## config.mk

```make
export PLATFORM = sky130hd
export DESIGN_NAME = cta_throttle_ctrl
export DESIGN_NICKNAME = d
export VERILOG_FILES = /design/src/rtl/cta_thr_pkg.sv /design/src/rtl/cta_win_stats.sv /design/src/rtl/cta_limit_ctl.sv /design/src/rtl/cta_pause_map.sv /design/src/rtl/cta_throttle_ctrl.sv
export SDC_FILE = /design/constraint.sdc
export NUM_CORES = 1
export LEC_CHECK = 0
export BUFFER_PORTS_ARGS = -buffer_cell sky130_fd_sc_hd__buf_2
export CELL_PAD_IN_SITES_DETAIL_PLACEMENT = 0
export CELL_PAD_IN_SITES_GLOBAL_PLACEMENT = 1
export CORE_ASPECT_RATIO = 0.9
export CORE_MARGIN = 2
export CORE_UTILIZATION = 45
export DETAILED_ROUTE_END_ITERATION = 10
export MAX_ROUTING_LAYER = met4
export PLACE_DENSITY_LB_ADDON = 0.15
export SETUP_SLACK_MARGIN = 0.5
export SYNTH_ARGS = -nofsm -noshare
export SYNTH_HDL_FRONTEND = slang
export SYNTH_SLANG_ARGS = --single-unit
```

## constraint.sdc

```tcl
create_clock -name clk -period 4 [get_ports clk]
set_input_delay 0.8 -clock clk [delete_from_list [all_inputs] [get_ports clk]]
set_output_delay 0.8 -clock clk [all_outputs]
set_load 0.02 [all_outputs]
```

## src/rtl/cta_thr_pkg.sv

```systemverilog
`timescale 1ns/1ps
package cta_thr_pkg;

    typedef enum logic [1:0] {
        ADJ_HOLD = 2'd0,
        ADJ_DOWN = 2'd1,
        ADJ_UP   = 2'd2
    } adj_e;

    // Memory pressure takes priority over idleness.
    function automatic adj_e classify(input int unsigned idle_n,
                                      input int unsigned mem_n,
                                      input int unsigned idle_hi,
                                      input int unsigned mem_hi);
        if (mem_n > mem_hi)        return ADJ_DOWN;
        else if (idle_n > idle_hi) return ADJ_UP;
        else                       return ADJ_HOLD;
    endfunction

endpackage

```

## src/rtl/cta_win_stats.sv

```systemverilog
`timescale 1ns/1ps
module cta_win_stats #(
    parameter int WIN_LEN = 16,
    parameter int CNTW    = 5,
    parameter int POSW    = 4
) (
    input  logic            clk,
    input  logic            rst_n,
    input  logic            idle_i,
    input  logic            mem_i,
    output logic            done_o,
    output logic [CNTW-1:0] idle_sum_o,
    output logic [CNTW-1:0] mem_sum_o
);

    typedef struct packed {
        logic [POSW-1:0] pos;
        logic [CNTW-1:0] idle;
        logic [CNTW-1:0] mem;
    } stat_t;

    stat_t st_d, st_q;

    localparam logic [POSW-1:0] LAST_POS = POSW'(WIN_LEN - 1);

    always_comb begin
        st_d       = st_q;
        idle_sum_o = st_q.idle + {{(CNTW-1){1'b0}}, idle_i};
        mem_sum_o  = st_q.mem  + {{(CNTW-1){1'b0}}, mem_i};
        done_o     = (st_q.pos == LAST_POS);
        if (done_o) begin
            st_d.pos  = '0;
            st_d.idle = '0;
            st_d.mem  = '0;
        end else begin
            st_d.pos  = st_q.pos + 1'b1;
            st_d.idle = idle_sum_o;
            st_d.mem  = mem_sum_o;
        end
    end

    always_ff @(posedge clk or negedge rst_n) begin
        if (!rst_n) st_q <= '0;
        else        st_q <= st_d;
    end


    win_count_chk: assert property (@(posedge clk) disable iff (!rst_n)
        (32'(st_q.idle) <= 32'(st_q.pos)) && (32'(st_q.mem) <= 32'(st_q.pos)));


    win_wrap_chk: assert property (@(posedge clk) disable iff (!rst_n)
        done_o |=> (st_q.pos == '0) && (st_q.idle == '0) && (st_q.mem == '0));

endmodule

```

## src/rtl/cta_limit_ctl.sv

```systemverilog
`timescale 1ns/1ps
module cta_limit_ctl
    import cta_thr_pkg::*;
#(
    parameter int MAX_CTAS = 8,
    parameter int IDLE_HI  = 8,
    parameter int MEM_HI   = 8,
    parameter int CNTW     = 5,
    parameter int CW       = 4
) (
    input  logic            clk,
    input  logic            rst_n,
    input  logic            done_i,
    input  logic [CNTW-1:0] idle_sum_i,
    input  logic [CNTW-1:0] mem_sum_i,
    output logic [CW-1:0]   lim_o
);

    localparam int            HALF    = MAX_CTAS / 2;
    localparam logic [CW-1:0] RST_LIM = CW'((HALF < 1) ? 1 : HALF);
    localparam logic [CW-1:0] TOP_LIM = CW'(MAX_CTAS);

    logic [CW-1:0] lim_d, lim_q;
    adj_e          adj;

    always_comb begin
        adj   = classify(32'(idle_sum_i), 32'(mem_sum_i), IDLE_HI, MEM_HI);
        lim_d = lim_q;
        if (done_i) begin
            case (adj)
                ADJ_DOWN: if (lim_q > CW'(1))  lim_d = lim_q - 1'b1;
                ADJ_UP:   if (lim_q < TOP_LIM) lim_d = lim_q + 1'b1;
                default:  lim_d = lim_q;
            endcase
        end
    end

    always_ff @(posedge clk or negedge rst_n) begin
        if (!rst_n) lim_q <= RST_LIM;
        else        lim_q <= lim_d;
    end

    assign lim_o = lim_q;


    limit_range_chk: assert property (@(posedge clk) disable iff (!rst_n)
        (lim_q >= CW'(1)) && (lim_q <= TOP_LIM));


    limit_hold_chk: assert property (@(posedge clk) disable iff (!rst_n)
        !done_i |=> $stable(lim_q));


    limit_step_chk: assert property (@(posedge clk) disable iff (!rst_n)
        done_i |=> (lim_q == $past(lim_q)) || (lim_q == $past(lim_q) + 1'b1)
                   || (lim_q + 1'b1 == $past(lim_q)));

endmodule

```

## src/rtl/cta_pause_map.sv

```systemverilog
`timescale 1ns/1ps
module cta_pause_map #(
    parameter int MAX_CTAS = 8,
    parameter int CW       = 4
) (
    input  logic [CW-1:0]       lim_i,
    input  logic [CW-1:0]       resident_i,
    output logic [MAX_CTAS-1:0] mask_o,
    output logic                accept_o
);

    for (genvar g = 0; g < MAX_CTAS; g++) begin : g_slot
        localparam logic [CW-1:0] SLOT = CW'(g);
        assign mask_o[g] = (SLOT >= lim_i) && (SLOT < resident_i);
    end

    assign accept_o = (resident_i < lim_i);

endmodule

```

## src/rtl/cta_throttle_ctrl.sv

```systemverilog
`timescale 1ns/1ps
module cta_throttle_ctrl #(
    parameter int  MAX_CTAS = 8,
    parameter int  WIN_LEN  = 16,
    parameter int  IDLE_HI  = 8,
    parameter int  MEM_HI   = 8,
    localparam int CW       = $clog2(MAX_CTAS + 1)
) (
    input  logic                clk,
    input  logic                rst_n,
    input  logic                idle_i,
    input  logic                mem_wait_i,
    input  logic [CW-1:0]       resident_i,
    output logic [CW-1:0]       cta_limit_o,
    output logic                accept_o,
    output logic [MAX_CTAS-1:0] pause_mask_o
);

    localparam int CNTW = $clog2(WIN_LEN + 1);
    localparam int POSW = (WIN_LEN > 1) ? $clog2(WIN_LEN) : 1;

    logic            win_done;
    logic [CNTW-1:0] idle_sum;
    logic [CNTW-1:0] mem_sum;

    cta_win_stats #(
        .WIN_LEN (WIN_LEN),
        .CNTW    (CNTW),
        .POSW    (POSW)
    ) u_stats (
        .clk        (clk),
        .rst_n      (rst_n),
        .idle_i     (idle_i),
        .mem_i      (mem_wait_i),
        .done_o     (win_done),
        .idle_sum_o (idle_sum),
        .mem_sum_o  (mem_sum)
    );

    cta_limit_ctl #(
        .MAX_CTAS (MAX_CTAS),
        .IDLE_HI  (IDLE_HI),
        .MEM_HI   (MEM_HI),
        .CNTW     (CNTW),
        .CW       (CW)
    ) u_limit (
        .clk        (clk),
        .rst_n      (rst_n),
        .done_i     (win_done),
        .idle_sum_i (idle_sum),
        .mem_sum_i  (mem_sum),
        .lim_o      (cta_limit_o)
    );

    cta_pause_map #(
        .MAX_CTAS (MAX_CTAS),
        .CW       (CW)
    ) u_map (
        .lim_i      (cta_limit_o),
        .resident_i (resident_i),
        .mask_o     (pause_mask_o),
        .accept_o   (accept_o)
    );


    pause_grant_excl_chk: assert property (@(posedge clk) disable iff (!rst_n)
        (|pause_mask_o) |-> !accept_o);


    grant_limit_chk: assert property (@(posedge clk) disable iff (!rst_n)
        accept_o |-> (cta_limit_o > resident_i));

endmodule

```

==> impl_summary.log <==
INFO  metric status = complete, no violations
INFO  metric grt_util_all_layers = 15.5%
INFO  metric slowest_stage = sky130_fd_sc_hd__ha_1
INFO  metric postCtsSetupBuffers = 0
INFO  metric mapped_avg_cell_area = 10.4 um2
INFO  metric num_vias = 821
INFO  metric layout.nets = 151
INFO  metric antenna_found_initial = 0
INFO  metric critPathMaxFanout = 6
INFO  metric path_clk_slew = 0.10 ns
INFO  metric power.leakage = 0.621 nW
INFO  metric placement.io_buffers = 20
INFO  metric clock_tree_from_tritoncts = yes
INFO  metric worst_ir_drop_vdd = 0.324 mV
INFO  metric cts.path.max_buffers = 2
INFO  metric cp.arrival = 1.82 ns
INFO  metric grt_max_degree = 19
INFO  metric synthCells = 109
INFO  metric initialDrtViolationCount = 11
INFO  metric setup.worst_path.end_class = output port
INFO  metric design.portCount = 21
INFO  metric cap_violations = 0
INFO  metric synth-seq-area-share = 39.8%
INFO  metric cpPeakStageDelay = 0.28 ns
INFO  metric worst_hold_path_type = in2async
INFO  metric fin_crit_sh = 65.6%
INFO  metric final_layout_size_suffix_gt1_share = 26.9%
INFO  metric final_cells = 158
INFO  metric detail_route.wl_per_cell = 12.5 um
INFO  metric cts_root_buf = sky130_fd_sc_hd__clkbuf_4
INFO  metric vert_die_dim = 51.6 um
INFO  metric via_count_of_the_first_global_routing_pass = 752
INFO  metric clock_sinks = 18
INFO  metric cp_cell_sequence = buf_2, ha_1, a21boi_1, o21ai_1, nand2b_1, a21oi_1, buf_2
INFO  metric cell_with_the_most_instances_on_the_worst_path = sky130_fd_sc_hd__buf_2
INFO  metric ys_seq_elements = 18
INFO  metric final_ws_setup = 1.38 ns
INFO  metric hold_viol = 0
INFO  metric final_util = 52.9%
INFO  metric synthArstFlopShare = 100%
INFO  metric worst-r2r-cell-count = 8
INFO  metric worst_ep_required_time = 3.20 ns
INFO  metric fin_skew = 0.00975 ns
INFO  metric cts_repair_resize_count = 0
INFO  metric start_util = 46.7%
INFO  metric fin_setup_tns = 0 ns
INFO  metric dp_hpwl = 1510 um
INFO  metric worst_slew_pin_slew = 0.430 ns
INFO  metric power = 0.587 mW
INFO  metric htreeDepth = 1
INFO  metric cts.hold.buffers_added = 0
INFO  metric dpl_worst_slack = 1.38 ns
INFO  metric mappedNetlistNets = 129
INFO  metric std_cell_rows = 17
INFO  metric power.density_cell_area = 458 nW/um2
INFO  metric reg2reg_slack = 1.99 ns
INFO  metric chipWidth = 56.9 um
INFO  metric worstSetupPathType = in2out
INFO  metric dp.cells = 154
INFO  metric mappedNetlistArea = 1130 um2
INFO  metric avgViaCountPerCell = 5.20
INFO  metric final-setup-viol-count = 0
INFO  metric netlist-cell-type-count = 35
INFO  metric drc = 0
INFO  metric fmax = 381 MHz
INFO  metric grt_setup_unrepaired = no
INFO  metric drt-pass1-iter-count = 4
INFO  metric synth-edff-count = 0
INFO  metric area_growth_syn_to_layout = 13.1%
INFO  metric crit-reg2reg-capture = u_limit.lim_o[3]
INFO  metric post_route_wl = 1970 um
INFO  metric design.core.area = 2420 um2
INFO  metric cts_buffer_count = 3
INFO  metric start_kind = input pin
INFO  metric gr-total-overflow = 0
INFO  metric diodes = 0
INFO  metric insertion_delay = 0.29 ns
INFO  metric fp.dieArea = 2940 um2
INFO  metric synth_ff_type = sky130_fd_sc_hd__dfrtp_1
INFO  metric worst_r2r_startpoint = u_stats.st_q[0]
INFO  metric gp_congestion = 0.728
INFO  metric worst_slew_margin_rel = 71.4%
INFO  metric synthesis.yosys.warnings = 0
INFO  metric final-max-slew-violation-count = 0
INFO  metric grt_first_pass_wirelength = 3350 um
INFO  metric detail-route-antenna-nets = 0
INFO  metric min_period = 2.62 ns
## report_power, final
group / internal (mW) / total (mW) / switching, mW
Combinational: 0.0992 / 0.254 / 0.154
Sequential: 0.201 / 0.241 / 0.0402
Clock: 0.0388 / 0.0923 / 0.0535
Total: 0.339 / 0.587 / 0.248
## flip-flops by register name (all words and copies together) (netlist names)
register / flops
u_stats.st_q: 14
u_limit.lim_o: 4
## cell type report
type / count / area [um2]
Timing Repair Buffer: 20 / 100
Fill cell: 227 / 1140
Clock buffer: 4 / 26.3
Multi-Input combinational cell: 80 / 639
Sequential cell: 18 / 452
Inverter: 8 / 30.0
Tap cell: 28 / 35.0
## kinds of logic (layout without fill, tap and decap cells)
logic type	Yosys count	after routing	synth area share, %
XOR/XNOR	9	9	8.28
flip-flops	18	18	39.8
buffers and inverters	11	32	3.75
multiplexers	1	1	0.883
AND/OR/NAND/NOR	38	38	21.3
AO/OA/AOI/OAI	20	20	12.7
adder cells (fa/ha/maj)	12	12	13.2
## worst max-delay path: cells and delay by family
kind                       cells  cell delay (ns)
AOI/OAI and AO/OA              3             0.37
buffers and inverters          2             0.30
adders and majority gates      1             0.28
and+or+nand+nor                1             0.06
## synthesized netlist by cell type, types with 2 or more instances
cell / count / area (um2)
sky130_fd_sc_hd__dfrtp_1: 17 / 425
sky130_fd_sc_hd__a21oi_1: 4 / 20.0
sky130_fd_sc_hd__xor2_1: 5 / 43.8
sky130_fd_sc_hd__nor3_1: 4 / 20.0
sky130_fd_sc_hd__nor2_1: 9 / 33.8
sky130_fd_sc_hd__nand2_1: 2 / 7.51
sky130_fd_sc_hd__a221oi_1: 2 / 17.5
sky130_fd_sc_hd__nand3_2: 2 / 20.0
sky130_fd_sc_hd__xor2_2: 2 / 32.5
sky130_fd_sc_hd__nand3_1: 6 / 30.0
sky130_fd_sc_hd__o21ai_2: 2 / 17.5
sky130_fd_sc_hd__xnor2_1: 2 / 17.5
sky130_fd_sc_hd__clkbuf_1: 2 / 7.51
sky130_fd_sc_hd__and2_1: 6 / 37.5
sky130_fd_sc_hd__o21ai_1: 4 / 20.0
sky130_fd_sc_hd__ha_1: 12 / 150
sky130_fd_sc_hd__nor2b_1: 2 / 12.5
sky130_fd_sc_hd__inv_1: 8 / 30.0
sky130_fd_sc_hd__a2111oi_0: 2 / 17.5
## how the worst max path moves through the flow
stage / start / end / slack, ns / depth (start not counted)
after floorplan: u_limit.lim_o[0] / pause_mask_o[2] / 1.17 / 3
after global placement: resident_i[1] / accept_o / 1.39 / 7
after detailed placement: resident_i[1] / accept_o / 1.38 / 7
after CTS: resident_i[1] / accept_o / 1.38 / 7
after global routing: u_limit.lim_o[1] / accept_o / 1.22 / 7
final: resident_i[1] / accept_o / 1.38 / 7
## stage by stage
| stage | cell area, um2 | hold WS (ns) |
|---|---|---|
| finish | 1280 | 0.410 |
| global placement | 1260 | 0.468 |
| global route | 1280 | 0.434 |
| detailed placement | 1260 | 0.480 |
| CTS | 1280 | 0.421 |
| floorplan | 1130 | 0.455 |
## layout by cell type, fill, tap and decap left out, drive strengths merged
| master | count |
|---|---|
| a2111oi | 2 |
| a211oi | 1 |
| a21boi | 1 |
| a21oi | 4 |
| a221oi | 2 |
| a22oi | 1 |
| and2 | 6 |
| and3 | 2 |
| buf | 20 |
| clkbuf | 4 |
| dfrtp | 17 |
| dfstp | 1 |
| ha | 12 |
| inv | 8 |
| mux2i | 1 |
| nand2 | 2 |
| nand2b | 1 |
| nand3 | 9 |
| nor2 | 9 |
| nor2b | 2 |
| nor3 | 5 |
| nor4b | 1 |
| o211ai | 1 |
| o21ai | 6 |
| o22a | 1 |
| o31ai | 1 |
| or3b | 1 |
| xnor2 | 2 |
| xor2 | 7 |
## metal layers
metal	vias up	track usage (%)	part of all wire, %
met5	-	-	0
met4	0	3.88	0.81
met3	2	5.47	4.5
met2	14	22.0	41
met1	379	21.3	54
li1	426	-	-
Power figures use the tool's default switching activity.
